<file path="src/rtl/audio_owner_regs.sv">
module audio_owner_regs #(
  parameter int          NSRC     = 11,
  parameter int          AW       = 8,
  parameter logic [63:0] NO_OWNER = 64'hFFFF_0000_0000_0000
) (
  input  logic            clk,
  input  logic            rst_n,
  input  logic            bus_reset,
  input  logic            req_valid,
  input  logic [1:0]      req_op,
  input  logic [AW-1:0]   req_addr,
  input  logic [63:0]     req_wdata,
  input  logic [63:0]     req_cmp,
  output logic            rsp_valid,
  output logic [63:0]     rsp_data,
  output logic            rsp_err,
  input  logic            ev_rx_cfg,
  input  logic            ev_tx_cfg,
  input  logic            cur_locked,
  input  logic [NSRC-1:0] src_locked,
  input  logic [NSRC-1:0] src_slip,
  output logic            notify_req,
  input  logic            notify_ack,
  output logic [63:0]     notify_addr,
  output logic [31:0]     notify_data,
  output logic [31:0]     clk_select,
  output logic            stream_run
);

  localparam logic [1:0] OP_QRD = 2'd0;
  localparam logic [1:0] OP_QWR = 2'd1;
  localparam logic [1:0] OP_BRD = 2'd2;
  localparam logic [1:0] OP_CSW = 2'd3;

  localparam logic [AW-1:0] A_OWN_HI = AW'(8'h00);
  localparam logic [AW-1:0] A_OWN_LO = AW'(8'h04);
  localparam logic [AW-1:0] A_NOTE   = AW'(8'h08);
  localparam logic [AW-1:0] A_CSEL   = AW'(8'h0C);
  localparam logic [AW-1:0] A_ENAB   = AW'(8'h10);
  localparam logic [AW-1:0] A_STAT   = AW'(8'h14);

  localparam int SLIP_LSB = 16;

  logic [63:0]     owner_q;
  logic [31:0]     note_q;
  logic [31:0]     csel_q;
  logic [31:0]     enab_q;
  logic [NSRC-1:0] lock_q;
  logic [NSRC-1:0] slip_q;
  logic            cur_q;
  logic            pend_q;

  logic        is_rd, hit, wr_ok, cs_ok, req_err;
  logic        csel_wr, enab_wr, slip_clr, swap_hit;
  logic [31:0] rd_word, stat_word, ev_bits;

  always_comb begin
    stat_word = '0;
    stat_word[NSRC-1:0] = lock_q;
    stat_word[SLIP_LSB +: NSRC] = slip_q;
  end

  always_comb begin
    hit = 1'b1;
    case (req_addr)
      A_OWN_HI: rd_word = owner_q[63:32];
      A_OWN_LO: rd_word = owner_q[31:0];
      A_NOTE:   rd_word = note_q;
      A_CSEL:   rd_word = csel_q;
      A_ENAB:   rd_word = enab_q;
      A_STAT:   rd_word = stat_word;
      default: begin
        rd_word = '0;
        hit     = 1'b0;
      end
    endcase
  end

  assign is_rd    = (req_op == OP_QRD) || (req_op == OP_BRD);
  assign wr_ok    = (req_op == OP_QWR) && (req_addr == A_CSEL || req_addr == A_ENAB);
  assign cs_ok    = (req_op == OP_CSW) && (req_addr == A_OWN_HI);
  assign req_err  = req_valid && !((is_rd && hit) || wr_ok || cs_ok);

  assign csel_wr  = req_valid && wr_ok && (req_addr == A_CSEL);
  assign enab_wr  = req_valid && wr_ok && (req_addr == A_ENAB);
  assign slip_clr = req_valid && (req_op == OP_QRD) && (req_addr == A_STAT);
  assign swap_hit = req_valid && cs_ok && (owner_q == req_cmp);

  always_comb begin
    ev_bits    = '0;
    ev_bits[0] = ev_rx_cfg;
    ev_bits[1] = ev_tx_cfg;
    ev_bits[4] = cur_locked != cur_q;
    ev_bits[5] = csel_wr;
    ev_bits[6] = src_locked != lock_q;
  end

  always_ff @(posedge clk or negedge rst_n) begin
    if (!rst_n) begin
      owner_q <= NO_OWNER;
      enab_q  <= '0;
      pend_q  <= 1'b0;
    end else if (bus_reset) begin
      owner_q <= NO_OWNER;
      enab_q  <= '0;
      pend_q  <= 1'b0;
    end else begin
      if (swap_hit) owner_q <= req_wdata;
      if (enab_wr)  enab_q  <= req_wdata[31:0];
      if (swap_hit && req_wdata == NO_OWNER) pend_q <= 1'b0;
      else if (ev_bits != '0)                pend_q <= (owner_q != NO_OWNER);
      else if (notify_ack)                   pend_q <= 1'b0;
    end
  end

  always_ff @(posedge clk or negedge rst_n) begin
    if (!rst_n) begin
      note_q <= '0;
      csel_q <= '0;
      lock_q <= '0;
      cur_q  <= 1'b0;
      slip_q <= '0;
    end else begin
      if (ev_bits != '0) note_q <= ev_bits;
      if (csel_wr)       csel_q <= req_wdata[31:0];
      lock_q <= src_locked;
      cur_q  <= cur_locked;
      slip_q <= (slip_q & ~{NSRC{slip_clr}}) | src_slip;
    end
  end

  always_ff @(posedge clk or negedge rst_n) begin
    if (!rst_n) begin
      rsp_valid <= 1'b0;
      rsp_err   <= 1'b0;
      rsp_data  <= '0;
    end else begin
      rsp_valid <= req_valid;
      rsp_err   <= req_err;
      if (!req_valid || req_err) rsp_data <= '0;
      else if (cs_ok)            rsp_data <= owner_q;
      else if (is_rd)            rsp_data <= {32'b0, rd_word};
      else                       rsp_data <= '0;
    end
  end

  assign notify_req  = pend_q;
  assign notify_addr = owner_q;
  assign notify_data = note_q;
  assign clk_select  = csel_q;
  assign stream_run  = |enab_q;

  AST_NO_SEND_WITHOUT_OWNER: assert property (@(posedge clk) disable iff (!rst_n)
    notify_req |-> owner_q != NO_OWNER);

  AST_SEND_HELD: assert property (@(posedge clk) disable iff (!rst_n)
    (notify_req && !notify_ack && !bus_reset && !(req_valid && req_op == OP_CSW)) |=> notify_req);

  AST_BUS_RESET_CLEARS: assert property (@(posedge clk) disable iff (!rst_n)
    bus_reset |=> (owner_q == NO_OWNER) && !stream_run && !notify_req);

  AST_OWNER_ONLY_BY_SWAP: assert property (@(posedge clk) disable iff (!rst_n)
    (!bus_reset && !(req_valid && req_op == OP_CSW)) |=> $stable(owner_q));

  AST_RESPONSE_NEXT: assert property (@(posedge clk) disable iff (!rst_n)
    req_valid |=> rsp_valid);

  AST_SLIP_STICKY: assert property (@(posedge clk) disable iff (!rst_n)
    (!slip_clr) |=> ((slip_q & $past(slip_q)) == $past(slip_q)));

  AST_SLIP_NO_EVENT: assert property (@(posedge clk) disable iff (!rst_n)
    ($rose(|slip_q) && !$past(ev_rx_cfg || ev_tx_cfg || csel_wr) && $stable(lock_q) && $stable(cur_q)
     && !$past(notify_req)) |-> !notify_req);

endmodule

</file>
<file path="config.mk">
export PLATFORM = sky130hd
export DESIGN_NAME = audio_owner_regs
export DESIGN_NICKNAME = d
export VERILOG_FILES = /design/src/rtl/audio_owner_regs.sv
export SDC_FILE = /design/constraint.sdc
export NUM_CORES = 1
export LEC_CHECK = 0
export BUFFER_PORTS_ARGS = -buffer_cell sky130_fd_sc_hd__clkbuf_2
export CAP_MARGIN = 25
export CORE_MARGIN = 4
export CORE_UTILIZATION = 51
export CTS_CLUSTER_SIZE = 30
export DETAILED_ROUTE_END_ITERATION = 12
export PLACE_DENSITY = 0.81
export SLEW_MARGIN = 20
export SYNTH_ARGS = -nofsm -noshare
export SYNTH_HDL_FRONTEND = slang
export SYNTH_SLANG_ARGS = --single-unit
</file>
<file path="constraint.sdc">
create_clock -name clk -period 2.55 [get_ports clk]
set_input_delay 0.1275 -clock clk [delete_from_list [all_inputs] [get_ports clk]]
set_output_delay 0.1275 -clock clk [all_outputs]
set_load 0.01 [all_outputs]
</file>
# Word-level counts from Yosys, hierarchy flattened
# Cells that the tools add are included.
# totals
ff_bits	223
input_bits	168
output_inout_bits	196
# classes
eq_ne	13
n_mux	13
bitwise_logic	3
n_reduce_logical	27
# ops
cell	count
$mux W64	4
$pmux W32 S6	1
$mux W32	3
$eq A64 B64 Y1	1
$eq A64 B64 Y1 const B	1
$ne A64 B64 Y1 const B	1
$reduce_bool A32 Y1	1
$reduce_or A32 Y1	1
$eq A8 B4 Y1 const B	2
$eq A8 B5 Y1 const B	2
$logic_and A1 B1 Y1	12
$and A11 B11 Y11	1
$ne A11 B11 Y1	1
$not A11 Y11	1
$or A11 B11 Y11	1
$eq A8 B3 Y1 const B	1
$logic_not A8 Y1	1
$reduce_or A6 Y1	1
$logic_or A1 B1 Y1	5
$mux W1	5
$eq A2 B2 Y1 const B	2
$reduce_bool A2 Y1	2
$reduce_bool A4 Y1	1
$eq A2 B1 Y1 const B	1
other kinds (3)	4

# Depth between registers and ports, before layout
# logic_depth
word_depth	10
ltp_mapped	9

# Worst setup path after synthesis
# OpenSTA, ideal clock, no wires.
# synth_path
path_kind	reg2reg
start	register owner_q[57], in the netlist notify_addr[57]
end	register owner_q[11], in the netlist notify_addr[11]
arrival_time_ns	2.098
setup_slack_ns	0.374
stages_incl_launch_ff	9
n_path_buf	2
synth_period_minus_slack_ns	2.176
cell_sequence	dfstp_2 > xnor2_1 > nand4_1 > nor4_1 > and4_1 > clkbuf_1 > clkbuf_1 > nand3_1 > a21oi_1
# synth_between
elab_chain_cells	3
# synth_rtl
item	line_no	source
start, declared	44	logic [63:0] owner_q;
start signal, assigned	108	if (swap_hit) owner_q <= req_wdata;
$eq A64 B64 Y1	87	assign swap_hit = req_valid && cs_ok && (owner_q == req_cmp);
$logic_and A1 B1 Y1	87	
$reduce_bool A2 Y1 (no source line)	n/a	
# No other way between the ends.
# A chain may end at the register's enable or synchronous reset.

# Final worst setup path
# layout_path
start	register enab_q[31]
end	output port stream_run
# layout_between
elab_chain_cells	1
# layout_rtl
item	line_no	source
start, declared	47	logic [31:0] enab_q;
start signal, assigned	109	if (enab_wr) enab_q <= req_wdata[31:0];
$reduce_or A32 Y1	151	assign stream_run = |enab_q;
end, declared	27	output logic stream_run
# No other way between the ends.

==> summary.txt <==
Run status
  – Run status: complete, but fails checks
  – Failing checks: setup timing

Timing
  – Fin crit period: about 2.6 ns
  – Setup ws final: -0.0208 ns
  – Unrepaired setup endpoints after global routing: no
  – Final Setup Violations: 1
  – Hold slack: between 0.05 and 0.06 ns
  – Period utilization: 1.01
  – F_max: 389 MHz
  – Final Hold Fails: 0
  – Worst Tran Pin Value: 0.953 ns
  – Rel. slew slack: 0.365
  – Final Slew Violations: 0
  – Clock Skews: between 0.02 and 0.025 ns

Power
  – Overall power: about 8.0 mW
  – Lkg Pwr: 6.98 nW
  – Worst vdd ir: 0.411 mV
  – Internal cell power: roughly 6.1 mW
  – Pwr dens: around 530 nW/µm²
  – Clk pwr share: 0.460
  – Combinational share of power: 0.090
  – Net switching power: approximately 1.9 mW
  – Switching share of power: 0.240
  – Flop pwr share: 0.449

Layout
  – Post-route insts no fill: 1800
  – Nets: around 1700
  – Layout area overhead: 37.3%
  – Share of layout cells above drive strength 1: 0.361

Worst setup path
  – Data arrival time of the worst path: between 2 and 2.5 ns
  – CP required: 2.42 ns
  – WS Path Type: reg -> out
  – Critical Path Start Type: flip-flop
  – Worst Setup End Kind: output pin
  – Critical Path Fanout Max: 3

Global route
  – Largest net degree at the start of global routing: 82
  – Initial antenna violation count: 2
  – Vias in the first global route: roughly 11000
  – GRT overflow: 0
  – Total track usage: 0.385
  – First-pass GRT wire length: approximately 70000 µm

Routing
  – Post-Route WL: 47700 µm
  – Vias: between 10000 and 15000
  – DR WL/cell: 26.5 µm
  – Vias/cell: 6.34
  – Drc violations: 0
  – WL met2: ~22000 µm
  – DRT Pass-1 Iters: 8
  – Top layer in use: met5
  – DR iter-0 viols: ~1700
  – Met1 wire length: between 15000 and 20000 µm
  – Post-DRT Antenna Nets: 0
  – Wire length on met3: ~6600 µm

Floorplan
  – Starting density of the core: 0.519
  – Io pins: 364
  – Num rows: 53
  – Die ar.: approximately 24000 µm²
  – Placeable Area: between 20000 and 25000 µm²
  – Die Wd: 154 µm
  – Die H: 154 µm

Clock network
  – Setup Buffers After CTS: 0
  – TritonCTS clock tree: built
  – Insertion delay to the later sink of the worst-skew pair: about 0.53 ns
  – CTS sink cnt: about 220
  – CTS H-tree depth: 1
  – Longest Clk Path Bufs: 3
  – Clock slew at reported path FFs: about 0.060 ns
  – Clock buffer count from CTS: 24
  – CTS root buf: clkbuf_16

Yosys
  – Syn_area_per_cell: 10.5 µm²
  – Top-area cell type share of the netlist area: 0.475
  – Top cells by area, synth: dfrtp_1 47%, mux2_2 5.6%, xnor2_1 5.1%, nand3_1 4.0%, o21ai_0 4.0%
  – Yosys cell types: about 50
  – Post-synth EDFFs: 0
  – Ys flop type: dfrtp_1
  – Area leader, netlist: dfrtp_1
  – Syn. warnings: 0
  – Post-synth ARST share: 1.00
  – Sequential area share after synthesis: 0.513
  – FF+latch count, synth: 223
  – Mapped Area: 10900 µm²
  – Cells after Synth: around 1000

Flow run
  – Max-cap viol count: 0

Place
  – Number of I/O port buffers: ~340
  – Pre-CTS setup slack: roughly 0.25 ns
  – Placed cells: between 1500 and 2000
  – Post-DP HPWL: 34000 µm
  – Placer Congestion: between 0.9 and 1

Hold path
  – HP Class: in -> reg
==> flip-flops by register name, indices dropped and copies added, names as in the netlist <==
signal and flops:
lock_q 11, enab_q 32, rsp_data 64, slip_q 11, cur_q 1, notify_req 1, rsp_valid 1, rsp_err 1
clk_select 32, notify_addr 64, notify_data 5
==> Yosys cell counts, types with 2 or more instances <==
library cell  number
a21o_1            16
a21oi_1           80
a222oi_1           8
a22o_1            27
a22oi_1           24
and2_1            38
and4_1             2
and4b_1            2
buf_1              3
buf_2             14
buf_4             35
buf_6              2
clkbuf_1          45
clkbuf_2           3
dfrtp_1          207
dfstp_2           16
mux2_2            54
mux2i_1            2
mux4_2             5
nand2_1           90
nand3_1           88
nand3b_1           2
nand4_1           31
nor2_1             9
nor2b_1            4
nor3_1             2
nor3_4             2
nor4_1            34
nor4b_1            6
o21ai_0           87
o21ai_4            2
o22ai_1            2
o2bb2ai_1          7
or3_1              2
xnor2_1           64
xor2_1            12
==> final timing paths <==
kind | from | endpoint | slack, ns | cells after the start
max | enab_q[31] | stream_run | -0.02 | 4
min | req_op[1] | rsp_err | 0.05 | 3
max reg2reg | notify_addr[3] | notify_addr[40] | 0.18 | 7
min reg2reg | slip_q[3] | slip_q[3] | 0.47 | 1
max in group asynchronous | rst_n | enab_q[9] | 1.63 | 3
min in group asynchronous | rst_n | lock_q[9] | 0.11 | 2
==> stage by stage <==
| step | cell area, µm² | utilization | setup TNS [ns] |
|---|---|---|---|
| 3_5_place_dp | 13200 | 0.629 | 0 |
| 2_1_floorplan | 11000 | - | 0 |
| 5_1_grt | 15000 | 0.712 | 0 |
| 4_1_cts | 15000 | 0.712 | 0 |
| 6_report | 15000 | 0.712 | -0.0208 |
| 3_3_place_gp | 13200 | 0.629 | 0 |
==> cell usage in the layout, fill, tap and decap left out, types with 25 or more instances in the layout <==
| master | instances |
|---|---|
| a21oi_1 | 80 |
| a22o_1 | 27 |
| and2_1 | 38 |
| buf_4 | 79 |
| clkbuf_16 | 25 |
| clkbuf_2 | 335 |
| conb_1 | 27 |
| dfrtp_1 | 207 |
| dlygate4sd3_1 | 92 |
| mux2_2 | 54 |
| nand2_1 | 90 |
| nand3_1 | 88 |
| nand4_1 | 31 |
| nor4_1 | 33 |
| o21ai_0 | 87 |
| xnor2_1 | 64 |
==> layout make-up <==
class                      instances  area, µm²
fill                            1520       6040
sequential                       223       5600
multi-input combinational        742       4880
timing repair buffer             513       3330
clock buffer                      32        682
tap                              275        344
clock inverter                    12        138
antenna                            2       5.00
inverter                           1       3.75
==> cell families after synthesis <==
logic type	Yosys count	synth area share
XOR/XNOR	76	0.0610
other	1	0.000344
AO/OA/AOI/OAI	256	0.146
buffers and inverters	103	0.0508
AND/OR/NAND/NOR	322	0.161
flip-flops	223	0.513
multiplexers	61	0.0679
==> critical path: stages, from the launching register on <==
cell and delay [ns]:
dfrtp_1 0.44, nor4_1 0.63, nand4_1 0.34, or2_2 0.37, clkbuf_2 0.14
==> per-layer routing <==
metal | track usage | up-vias
met5 | 0 | -
met4 | 0.172 | 2
met3 | 0.113 | 208
met2 | 0.605 | 1080
met1 | 0.499 | 5466
li1 | - | 4656
==> power groups by stage <==
stage / registers [mW] / logic [mW] / clock network (mW)
CTS: 3.58 / 0.701 / 3.66
detailed placement: 3.65 / 0.582 / 0
finish: 3.58 / 0.720 / 3.67
floorplan: 3.65 / 0.230 / 0
global placement: 3.64 / 0.577 / 0
global route: 3.58 / 0.760 / 3.81
==> what timing repair did <==
item                       in CTS  in global routing
hold buffers                   92                  0
hold endpoints to repair      290                  0
resized for setup               0                  1
setup endpoints to repair       0                  3
No activity file was read; power rests on OpenSTA's default activity.
